$ cat config.mk
export PLATFORM = sky130hd
export DESIGN_NAME = mbox_port
export DESIGN_NICKNAME = d
export VERILOG_FILES = /design/src/rtl/mbox_pkg.sv /design/src/rtl/mbox_ptr.sv /design/src/rtl/mbox_ram.sv /design/src/rtl/mbox_ctrl.sv /design/src/rtl/mbox_port.sv
export SDC_FILE = /design/constraint.sdc
export NUM_CORES = 2
export LEC_CHECK = 0
export BUFFER_PORTS_ARGS = -buffer_cell sky130_fd_sc_hd__buf_2
export CAP_MARGIN = 20
export CORE_MARGIN = 2
export CORE_UTILIZATION = 48
export DETAILED_ROUTE_END_ITERATION = 16
export GPL_ROUTABILITY_DRIVEN = 0
export PLACE_DENSITY_LB_ADDON = 0.25
export SYNTH_ARGS = -nofsm -noshare
export SYNTH_HDL_FRONTEND = slang
export SYNTH_HIERARCHICAL = 1
export SYNTH_SLANG_ARGS = --single-unit
export TNS_END_PERCENT = 30
$ cat constraint.sdc
create_clock -name clk -period 6.1 [get_ports clk]
set_clock_uncertainty 0.1 [all_clocks]
set_input_delay 0.61 -clock clk [delete_from_list [all_inputs] [get_ports clk]]
set_output_delay 0.61 -clock clk [all_outputs]
set_load 0.03 [all_outputs]
$ cat src/rtl/mbox_pkg.sv
package mbox_pkg;
    localparam int BYTE_W = 8;

    // register index values
    localparam int REG_PTR_LO = 0;
    localparam int REG_PTR_HI = 1;
    localparam int REG_DATA   = 2;
    localparam int REG_CTRL   = 3;

    // status/control bit positions
    localparam int BIT_AUTOINC  = 0;
    localparam int BIT_RUN      = 1;
    localparam int BIT_DOORBELL = 2;
    localparam int BIT_INT0     = 4;
    localparam int BIT_INT1     = 5;
    localparam int BIT_BYPASS   = 7;

    typedef enum logic {
        CORE_HALT = 1'b0,
        CORE_RUN  = 1'b1
    } core_state_t;
endpackage

$ cat src/rtl/mbox_ptr.sv
module mbox_ptr #(
    parameter int BYTE_W = 8,
    parameter int PTR_W  = 16
) (
    input  logic              clk,
    input  logic              rst_n,
    input  logic              ld_lo,
    input  logic              ld_hi,
    input  logic [BYTE_W-1:0] wdata,
    input  logic              step,
    output logic [PTR_W-1:0]  ptr
);
    logic [PTR_W-1:0] ptr_q;
    logic [PTR_W-1:0] ptr_d;

    always_comb begin
        ptr_d = ptr_q;
        if (ld_lo)
            ptr_d[BYTE_W-1:0] = wdata;
        else if (ld_hi)
            ptr_d[PTR_W-1:BYTE_W] = wdata[PTR_W-BYTE_W-1:0];
        else if (step)
            ptr_d = ptr_q + 1'b1;
    end

    always_ff @(posedge clk or negedge rst_n) begin
        if (!rst_n) ptr_q <= '0;
        else        ptr_q <= ptr_d;
    end

    assign ptr = ptr_q;

    // a step advances by one, wrapping at the top
    p_step_r4: assert property (@(posedge clk) disable iff (!rst_n)
        (step && !ld_lo && !ld_hi) |=> (ptr_q == PTR_W'($past(ptr_q) + 1'b1)));

    // without a load or step the pointer holds
    p_hold_r4: assert property (@(posedge clk) disable iff (!rst_n)
        (!step && !ld_lo && !ld_hi) |=> $stable(ptr_q));
endmodule

$ cat src/rtl/mbox_ram.sv
module mbox_ram #(
    parameter int AW = 8,
    parameter int DW = 8
) (
    input  logic          clk,
    input  logic [AW-1:0] h_addr,
    input  logic          h_we,
    input  logic [DW-1:0] h_wdata,
    output logic [DW-1:0] h_rdata,
    input  logic          cp_en,
    input  logic          cp_we,
    input  logic [AW-1:0] cp_addr,
    input  logic [DW-1:0] cp_wdata,
    output logic [DW-1:0] cp_rdata
);
    localparam int DEPTH = 1 << AW;

    logic [DW-1:0] mem [DEPTH];

    // coprocessor write is placed last so it wins on a same-byte collision
    always_ff @(posedge clk) begin
        if (h_we)
            mem[h_addr] <= h_wdata;
        if (cp_en && cp_we)
            mem[cp_addr] <= cp_wdata;
    end

    assign h_rdata  = mem[h_addr];
    assign cp_rdata = mem[cp_addr];
endmodule

$ cat src/rtl/mbox_ctrl.sv
module mbox_ctrl
    import mbox_pkg::*;
(
    input  logic              clk,
    input  logic              rst_n,
    input  logic              wr,
    input  logic [BYTE_W-1:0] wdata,
    input  logic              cp_set_int0,
    input  logic              cp_set_int1,
    input  logic              cp_db_ack,
    output logic [BYTE_W-1:0] status,
    output logic              autoinc,
    output logic              cp_run,
    output logic              cp_bypass,
    output logic              cp_doorbell,
    output logic              host_irq
);
    core_state_t state_q, state_d;
    logic autoinc_q, bypass_q, doorbell_q, int0_q, int1_q;

    // next-state logic: HALT_TO_RUN and RUN_TO_HALT
    always_comb begin
        state_d = state_q;
        unique case (state_q)
            CORE_HALT: if (wr && wdata[BIT_RUN])  state_d = CORE_RUN;
            CORE_RUN:  if (wr && !wdata[BIT_RUN]) state_d = CORE_HALT;
        endcase
    end

    // state register
    always_ff @(posedge clk or negedge rst_n) begin
        if (!rst_n) state_q <= CORE_HALT;
        else        state_q <= state_d;
    end

    // control and flag bits
    always_ff @(posedge clk or negedge rst_n) begin
        if (!rst_n) begin
            autoinc_q  <= 1'b0;
            bypass_q   <= 1'b0;
            doorbell_q <= 1'b0;
            int0_q     <= 1'b0;
            int1_q     <= 1'b0;
        end else begin
            if (wr) begin
                autoinc_q <= wdata[BIT_AUTOINC];
                bypass_q  <= wdata[BIT_BYPASS];
            end
            doorbell_q <= (wr && wdata[BIT_DOORBELL]) || (doorbell_q && !cp_db_ack);
            int0_q     <= cp_set_int0 || (int0_q && !(wr && wdata[BIT_INT0]));
            int1_q     <= cp_set_int1 || (int1_q && !(wr && wdata[BIT_INT1]));
        end
    end

    // outputs
    always_comb begin
        status               = '0;
        status[BIT_AUTOINC]  = autoinc_q;
        status[BIT_RUN]      = (state_q == CORE_RUN);
        status[BIT_DOORBELL] = doorbell_q;
        status[BIT_INT0]     = int0_q;
        status[BIT_INT1]     = int1_q;
        status[BIT_BYPASS]   = bypass_q;
        autoinc              = autoinc_q;
        cp_run               = (state_q == CORE_RUN);
        cp_bypass            = bypass_q;
        cp_doorbell          = doorbell_q;
        host_irq             = int0_q || int1_q;
    end

    // a coprocessor set always lands
    p_set_wins_r9: assert property (@(posedge clk) disable iff (!rst_n)
        cp_set_int0 |=> int0_q);
    p_set_wins_int1_r9: assert property (@(posedge clk) disable iff (!rst_n)
        cp_set_int1 |=> int1_q);

    // a one clears, an unwritten flag stays pending
    p_w1c_r8: assert property (@(posedge clk) disable iff (!rst_n)
        (wr && wdata[BIT_INT0] && !cp_set_int0) |=> !int0_q);
    p_pending_r8: assert property (@(posedge clk) disable iff (!rst_n)
        (int1_q && !(wr && wdata[BIT_INT1])) |=> int1_q);

    // doorbell holds until acknowledged
    p_doorbell_hold_r6: assert property (@(posedge clk) disable iff (!rst_n)
        (doorbell_q && !cp_db_ack) |=> doorbell_q);

    // run state follows the written run bit
    p_run_follow_r10: assert property (@(posedge clk) disable iff (!rst_n)
        wr |=> (cp_run == $past(wdata[BIT_RUN])));
endmodule

$ cat src/rtl/mbox_port.sv
module mbox_port
    import mbox_pkg::*;
#(
    parameter int MEM_AW = 8
) (
    input  logic              clk,
    input  logic              rst_n,
    input  logic              h_sel,
    input  logic              h_wr,
    input  logic              h_rd,
    input  logic [1:0]        h_reg,
    input  logic [7:0]        h_wdata,
    output logic [7:0]        h_rdata,
    output logic              host_irq,
    input  logic              cp_en,
    input  logic              cp_we,
    input  logic [MEM_AW-1:0] cp_addr,
    input  logic [7:0]        cp_wdata,
    output logic [7:0]        cp_rdata,
    input  logic              cp_set_int0,
    input  logic              cp_set_int1,
    input  logic              cp_db_ack,
    output logic              cp_run,
    output logic              cp_bypass,
    output logic              cp_doorbell
);
    localparam int PTR_W = 2 * BYTE_W;

    logic              wr_any, rd_any;
    logic              wr_lo, wr_hi, wr_data, wr_ctrl, rd_data;
    logic              autoinc;
    logic              step;
    logic [PTR_W-1:0]  ptr;
    logic [BYTE_W-1:0] ram_q, status;

    assign wr_any  = h_sel && h_wr;
    assign rd_any  = h_sel && h_rd && !h_wr;
    assign wr_lo   = wr_any && (h_reg == 2'(REG_PTR_LO));
    assign wr_hi   = wr_any && (h_reg == 2'(REG_PTR_HI));
    assign wr_data = wr_any && (h_reg == 2'(REG_DATA));
    assign wr_ctrl = wr_any && (h_reg == 2'(REG_CTRL));
    assign rd_data = rd_any && (h_reg == 2'(REG_DATA));
    assign step    = autoinc && (wr_data || rd_data);

    mbox_ptr #(.BYTE_W(BYTE_W), .PTR_W(PTR_W)) u_ptr (
        .clk   (clk),
        .rst_n (rst_n),
        .ld_lo (wr_lo),
        .ld_hi (wr_hi),
        .wdata (h_wdata),
        .step  (step),
        .ptr   (ptr)
    );

    mbox_ram #(.AW(MEM_AW), .DW(BYTE_W)) u_ram (
        .clk      (clk),
        .h_addr   (ptr[MEM_AW-1:0]),
        .h_we     (wr_data),
        .h_wdata  (h_wdata),
        .h_rdata  (ram_q),
        .cp_en    (cp_en),
        .cp_we    (cp_we),
        .cp_addr  (cp_addr),
        .cp_wdata (cp_wdata),
        .cp_rdata (cp_rdata)
    );

    mbox_ctrl u_ctrl (
        .clk         (clk),
        .rst_n       (rst_n),
        .wr          (wr_ctrl),
        .wdata       (h_wdata),
        .cp_set_int0 (cp_set_int0),
        .cp_set_int1 (cp_set_int1),
        .cp_db_ack   (cp_db_ack),
        .status      (status),
        .autoinc     (autoinc),
        .cp_run      (cp_run),
        .cp_bypass   (cp_bypass),
        .cp_doorbell (cp_doorbell),
        .host_irq    (host_irq)
    );

    always_comb begin
        case (h_reg)
            2'(REG_PTR_LO): h_rdata = ptr[BYTE_W-1:0];
            2'(REG_PTR_HI): h_rdata = ptr[PTR_W-1:BYTE_W];
            2'(REG_DATA):   h_rdata = ram_q;
            default:        h_rdata = status;
        endcase
    end
endmodule

=== Word-level counts from Yosys, hierarchy flattened ===
Memory sizes are Yosys's and may differ from the RTL's.
Index checks and enable logic that the tools add are counted.

* Register bits after elaboration: 22
* Bits in writable memories: 2048
* Input port bits: 36
* Output and inout port bits: 20
* Logic and storage cells: 61
* Memories kept: 1

{| class="wikitable"
|+ Memory list
! memory !! words !! bits a word !! read ports !! clocked after Yosys merged registers in !! wr ports !! RTL line !! source
|-
| u_ram.mem || 256 || 8 || 2 || 0 || 2 || mbox_ram.sv:18 || <nowiki>logic [DW-1:0] mem [DEPTH];</nowiki>
|}

* $add $sub $neg: 1
* Eq/ne operators: 4
* Multiplexer cells: 12
* Bitwise operators: 2
* Reductions and logical operators: 33

{| class="wikitable"
|+ Operator list
! operator !! count
|-
| 8-bit two-way mux || 3
|-
| 8-bit case mux with 3 select lines || 1
|-
| 1-bit logical AND || 18
|-
| 16-bit by 1-bit adder with 16-bit output (second input constant) || 1
|-
| 16-bit two-way mux || 1
|-
| 1-bit two-way mux || 6
|-
| 1-bit logical NOT || 5
|-
| 1-bit logical OR || 5
|-
| 2-bit equality test (second input constant) || 2
|-
| 2-bit AND reduction || 2
|-
| 2-bit nonzero test || 2
|-
| 2-bit by 1-bit equality test with 1-bit output (second input constant) || 1
|-
| 2-bit logical NOT || 1
|-
| 2-bit by 1-bit != test with 1-bit output (second input constant) || 1
|-
| 1-bit NOT || 2
|-
| 1-bit case mux with 2 select lines || 1
|}

=== Logic depth before layout (Yosys ltp) ===
* Depth after elaboration: 8
* Mapped depth: 10
* Mapped depth without buffers: 6

=== By module ===
Netlist, hierarchy kept.

{| class="wikitable"
|+ By module, submodules not included
! module !! instances !! cells an instance !! area an instance (um2) !! seq. area each (um2)
|-
| mbox_ram || 1 || 7572 || 121112.4 || 61499.0
|-
| mbox_ptr || 1 || 122 || 1038.5 || 400.4
|-
| mbox_ctrl || 1 || 26 || 289.0 || 150.1
|-
| mbox_port || 1 || 19 || 259.0 || 0.0
|}

=== Least setup slack after synthesis ===
Ideal clock, no wire load.

* Kind: register -> output
* From: register u_ptr.ptr_q[1], in the netlist u_ptr/ptr[1]
* To: output h_rdata[6]
* Arrival: 2926 ps
* Required time: 5390 ps
* Path slack: 2464 ps
* Cell stages (with the launch flop): 10
* Path buffers: 3
* Cells stage by stage: dfrtp_1 > buf_2 > clkbuf_1 > buf_1 > mux4_2 > a22oi_1 > a21oi_1 > o41ai_2 > nand4_1 > mux4_1

* Word-level cells in the longest chain between the ends: 2

{| class="wikitable"
|+ RTL lines
! item !! RTL line !! source
|-
| start, declared || mbox_ptr.sv:13 || <nowiki>logic [PTR_W-1:0] ptr_q;</nowiki>
|-
| start signal, assigned || mbox_ptr.sv:28 || <nowiki>else ptr_q <= ptr_d;</nowiki>
|-
| memory read 256 x 8 bit || -- ||
|-
| net ram_q[6] || mbox_port.sv:34 || <nowiki>logic [BYTE_W-1:0] ram_q, status;</nowiki>
|-
| 8-bit case mux with 3 select lines || mbox_port.sv:85 || <nowiki>case (h_reg)</nowiki>
|-
| end, declared || mbox_port.sv:13 || <nowiki>output logic [7:0] h_rdata,</nowiki>
|}

The timed path passes the listed nets, and every way through them passes these cells.

=== Worst setup path after layout ===
* From: register u_ptr.ptr_q[0], in the netlist u_ptr/ptr[0]
* To: output h_rdata[4]

The elaborated chain is that of the path after synthesis.

==> results.yml <==
global_route:
  antenna_found_initial: 37
  grt_max_degree: 178
  grtUsageMet2_pct: 50.4
  grt_pass1_vias: 80800
  overflow: 0
  grt.busiest_layer: "met2"
  grt_use_met3_pct: 10.7
  use_met1_pct: 44.3
  grt_pass1_wl_um: 623000
  track_usage_pct: 33.8
floorplanning:
  core-area_um2: 254000
  die_area_um2: 260000
  initial_core_util_pct: 48.3
  die_y_um: 510
  die_w_um: 510
  pin_count: 56
  row_count: 185
place:
  hpwl_um: 274000
  place_ws_ns: 0.353
  place_area_um2: 128000
  dp_cells: 10600
  io_buffers: 55
cells_and_area:
  drive_gt1_share_pct: 53.4
  areaGrowthSynthToFinish_pct: 10.3
  fin_cells: 11100
  n_fill_cell: 20300
  nets: 7556
  fin_util_pct: 53.3
  multi_input_area_um2: 57000
  finalInstanceArea_um2: 135000
  seqCellArea_um2: 62100
detailed_routing:
  antenna_left: 0
  route.detailed.drc: 0
  avgRoutedWirePerCell_um: 39.9
  drt-total-wl_um: 444000
  drtIter0Drc: 13700
  vias: 82700
  dr.pass1.iters: 7
  routed_via_density: 7.44
cts:
  cts_root_buffer: "clkbuf_16"
  clock-sinks: 2070
  cts_buffers: 225
  cts_buffer_depth: 3
  clk_latency_ns: 0.91
  path_clk_slew_ns: 0.06
  cts-htree-levels: 4
  tritoncts: "yes"
worst_setup_path:
  r2r-start: "u_ptr/ptr[3]$_DFFE_PN0P_"
  cp_slowest_cell: "o41ai_2"
  cp.required_ns: 5.39
  slowest_delay_ns: 0.71
  path_max_fanout: 13
  cp-end-kind: "output pin"
  start_kind: "flop"
  cp_common_cell: "buf_4"
  worstSetupStartpoint: "u_ptr/ptr[0]$_DFFE_PN0P_"
  path_class: "reg2out"
  worstPathArrival_ns: 5.43
  cp_cell_sequence: "buf_12, buf_12, buf_4, buf_4, mux4_2, a22oi_1, a21oi_1, o41ai_2, buf_4, nand4_1, mux4_2, buf_2"
run_status:
  outcome: "finished, violations left"
  violations: "negative setup slack"
run:
  drv_cap: 0
sta:
  min_period_over_period_pct: 101
  fin_crit_ns: 6.14
  hold_viol: 0
  rsz0062_at_grt: "yes"
  worstMarginPinSlew_ns: 1.40
  maxSlewViolCount: 0
  holdWs_ns: 0.0735
  clock.fmax_mhz: 163
  relSlewSlack_pct: 6.43
  setup_viol: 5
  worst_slack_ns: -0.0426
synthesis:
  async_reset_ff_share_pct: 1.06
  seq_area_frac_synth_pct: 50.6
  synth_area_per_cell_um2: 15.9
  synth_flop_cell: "edfxtp_1"
  synth_edf_count: 2048
  synthCells: 7739
  synth_cell_type_count: 55
  ys_warn_count: 6
  synth_area_um2: 123000
  synth.ff_latch_count: 2070
pwr:
  switching_share_pct: 31.4
  powerDensity_nw_per_um2: 304
  vdd_drop_max_mv: 0.297
  p_comb_share_pct: 29.0
  clockPowerShare_pct: 32.6
  seq_power_share_pct: 38.3
  power.switching_mw: 12.9
  leakagePower_nw: 41.8
  power.internal_mw: 28.2
min_path:
  worstHoldStart: "h_wdata[1]"
  hold_class: "in2reg"
-- kinds of logic (layout without fill, tap and decap cells) --
family | Yosys count | in the layout | synth area share, %
xor gates and xnor gates | 7 | 7 | 0.0500
muxes | 3089 | 3089 | 37.8
buffers and inverters | 968 | 934 | 3.35
and+or+nand+nor | 495 | 496 | 2.23
DFF | 2070 | 2070 | 50.6
AOI/OAI and AO/OA | 1108 | 1108 | 5.96
other | 1 | 43 | 0.00306
adders and majority gates | 1 | 1 | 0.0102
-- sequential cells by signal (all words and copies together), names as in the netlist, named ones only --
name,cells
u_ctrl/int0_q,1
u_ctrl/int1_q,1
u_ctrl/cp_bypass,1
u_ctrl/cp_doorbell,1
u_ptr/ptr,16
u_ctrl/autoinc,1
u_ram/mem,2048
-- layout by cell type, fill, tap and decap left out, drive strengths merged, types with 7 or more instances in the layout --
| cell | n |
|---|---|
| clkbuf | 264 |
| nor3 | 13 |
| nor4 | 7 |
| edfxtp | 2048 |
| a22oi | 513 |
| o21ai | 101 |
| nand2b | 8 |
| buf | 508 |
| bufinv | 17 |
| nand3 | 24 |
| nand2 | 170 |
| mux4 | 1032 |
| a21oi | 258 |
| nor2b | 20 |
| o22ai | 167 |
| and2 | 8 |
| dfrtp | 22 |
| inv | 12 |
| clkinvlp | 10 |
| mux2 | 2052 |
| nor2 | 198 |
| o41ai | 64 |
| nand4 | 26 |
| diode | 41 |
| clkinv | 119 |
-- synth_stat cells, drive strengths merged (5+ instances only) --
| library cell | count | share of area (%) |
|---|---|---|
| nor3 | 13 | 0.061 |
| or2 | 5 | 0.025 |
| nor3b | 6 | 0.037 |
| clkbuf | 707 | 2.2 |
| a21oi | 258 | 1.1 |
| inv | 6 | 0.018 |
| mux4 | 1032 | 19 |
| a22oi | 513 | 3.1 |
| dfrtp | 22 | 0.45 |
| nor4 | 7 | 0.048 |
| nand3 | 24 | 0.11 |
| nor2 | 198 | 0.96 |
| o21ai | 101 | 0.41 |
| xor2 | 6 | 0.043 |
| o22ai | 167 | 0.85 |
| nor2b | 20 | 0.10 |
| mux2 | 2052 | 19 |
| nand2 | 170 | 0.60 |
| nand4 | 26 | 0.13 |
| o41ai | 64 | 0.47 |
| edfxtp | 2048 | 50 |
| buf | 255 | 1.2 |
| and2 | 7 | 0.036 |
| mux2i | 5 | 0.041 |
| nand2b | 8 | 0.041 |
-- through the flow --
step	setup TNS (ns)	power (mW)
final	-0.0917	41.2
after global routing	-0.0177	42.0
after CTS	0	40.9
after detailed placement	0	27.4
after global placement	-0.101	27.3
after floorplan	0	23.5
-- power by group through the flow --
stage | Clock (mW) | Combinational, mW | Sequential [mW]
floorplan | 0 | 7.48 | 16.0
global placement | 0 | 11.2 | 16.2
detailed placement | 0 | 11.2 | 16.2
CTS | 13.6 | 11.6 | 15.8
global route | 14.1 | 12.2 | 15.8
finish | 13.4 | 12.0 | 15.8
-- worst max-delay path, delay by kind of cell (launching register included) --
kind	cells	cell delay, ns
AO/OA/AOI/OAI	3	1.23
buffers and inverters	6	1.31
flip-flops	1	0.44
multiplexers	2	1.10
AND/OR/NAND/NOR	1	0.41
-- what timing repair did --
item / in CTS / in global routing
endpoints found under the setup margin: 8 / 5
pin swaps: 2 / 2
hold buffers: 4 / 0
gates resized for setup: 8 / 11
cloned: 1 / 1
endpoints found under the hold margin: 25 / 0
setup buffers: 10 / 0
-- per-layer routing --
metal	vias to the layer above	wire [µm]
li1	31800	-
met1	43100	156000
met2	6583	199000
met3	1213	62000
met4	41	26300
met5	-	444
-- path summary, 6_finish.rpt --
| check | end | slack (ns) | cells past startpoint |
|---|---|---|---|
| setup / recovery | h_rdata[4] | -0.04 | 12 |
| hold / removal | u_ptr/ptr[1]$_DFFE_PN0P_ | 0.07 | 3 |
| setup reg to reg | u_ram/mem[207][5]$_DFFE_PP_ | 1.70 | 3 |
| hold reg to reg | u_ctrl/int0_q$_DFF_PN0_ | 0.44 | 1 |
| max in group asynchronous | u_ptr/ptr[0]$_DFFE_PN0P_ | 5.36 | 2 |
| min in group asynchronous | u_ctrl/int1_q$_DFF_PN0_ | 0.13 | 2 |
-- area by class of cell --
class                           instances  share of cell area, %
Antenna cell                           41                 0.0758
Multi-Input combinational cell       4703                   42.1
Inverter                                6                 0.0166
Sequential cell                      2070                   45.8
Clock buffer                          263                   4.27
Tap cell                             3366                   3.11
Timing Repair Buffer                  513                   3.60
Clock inverter                        152                  0.944
No activity file was read; power rests on OpenSTA's default activity.
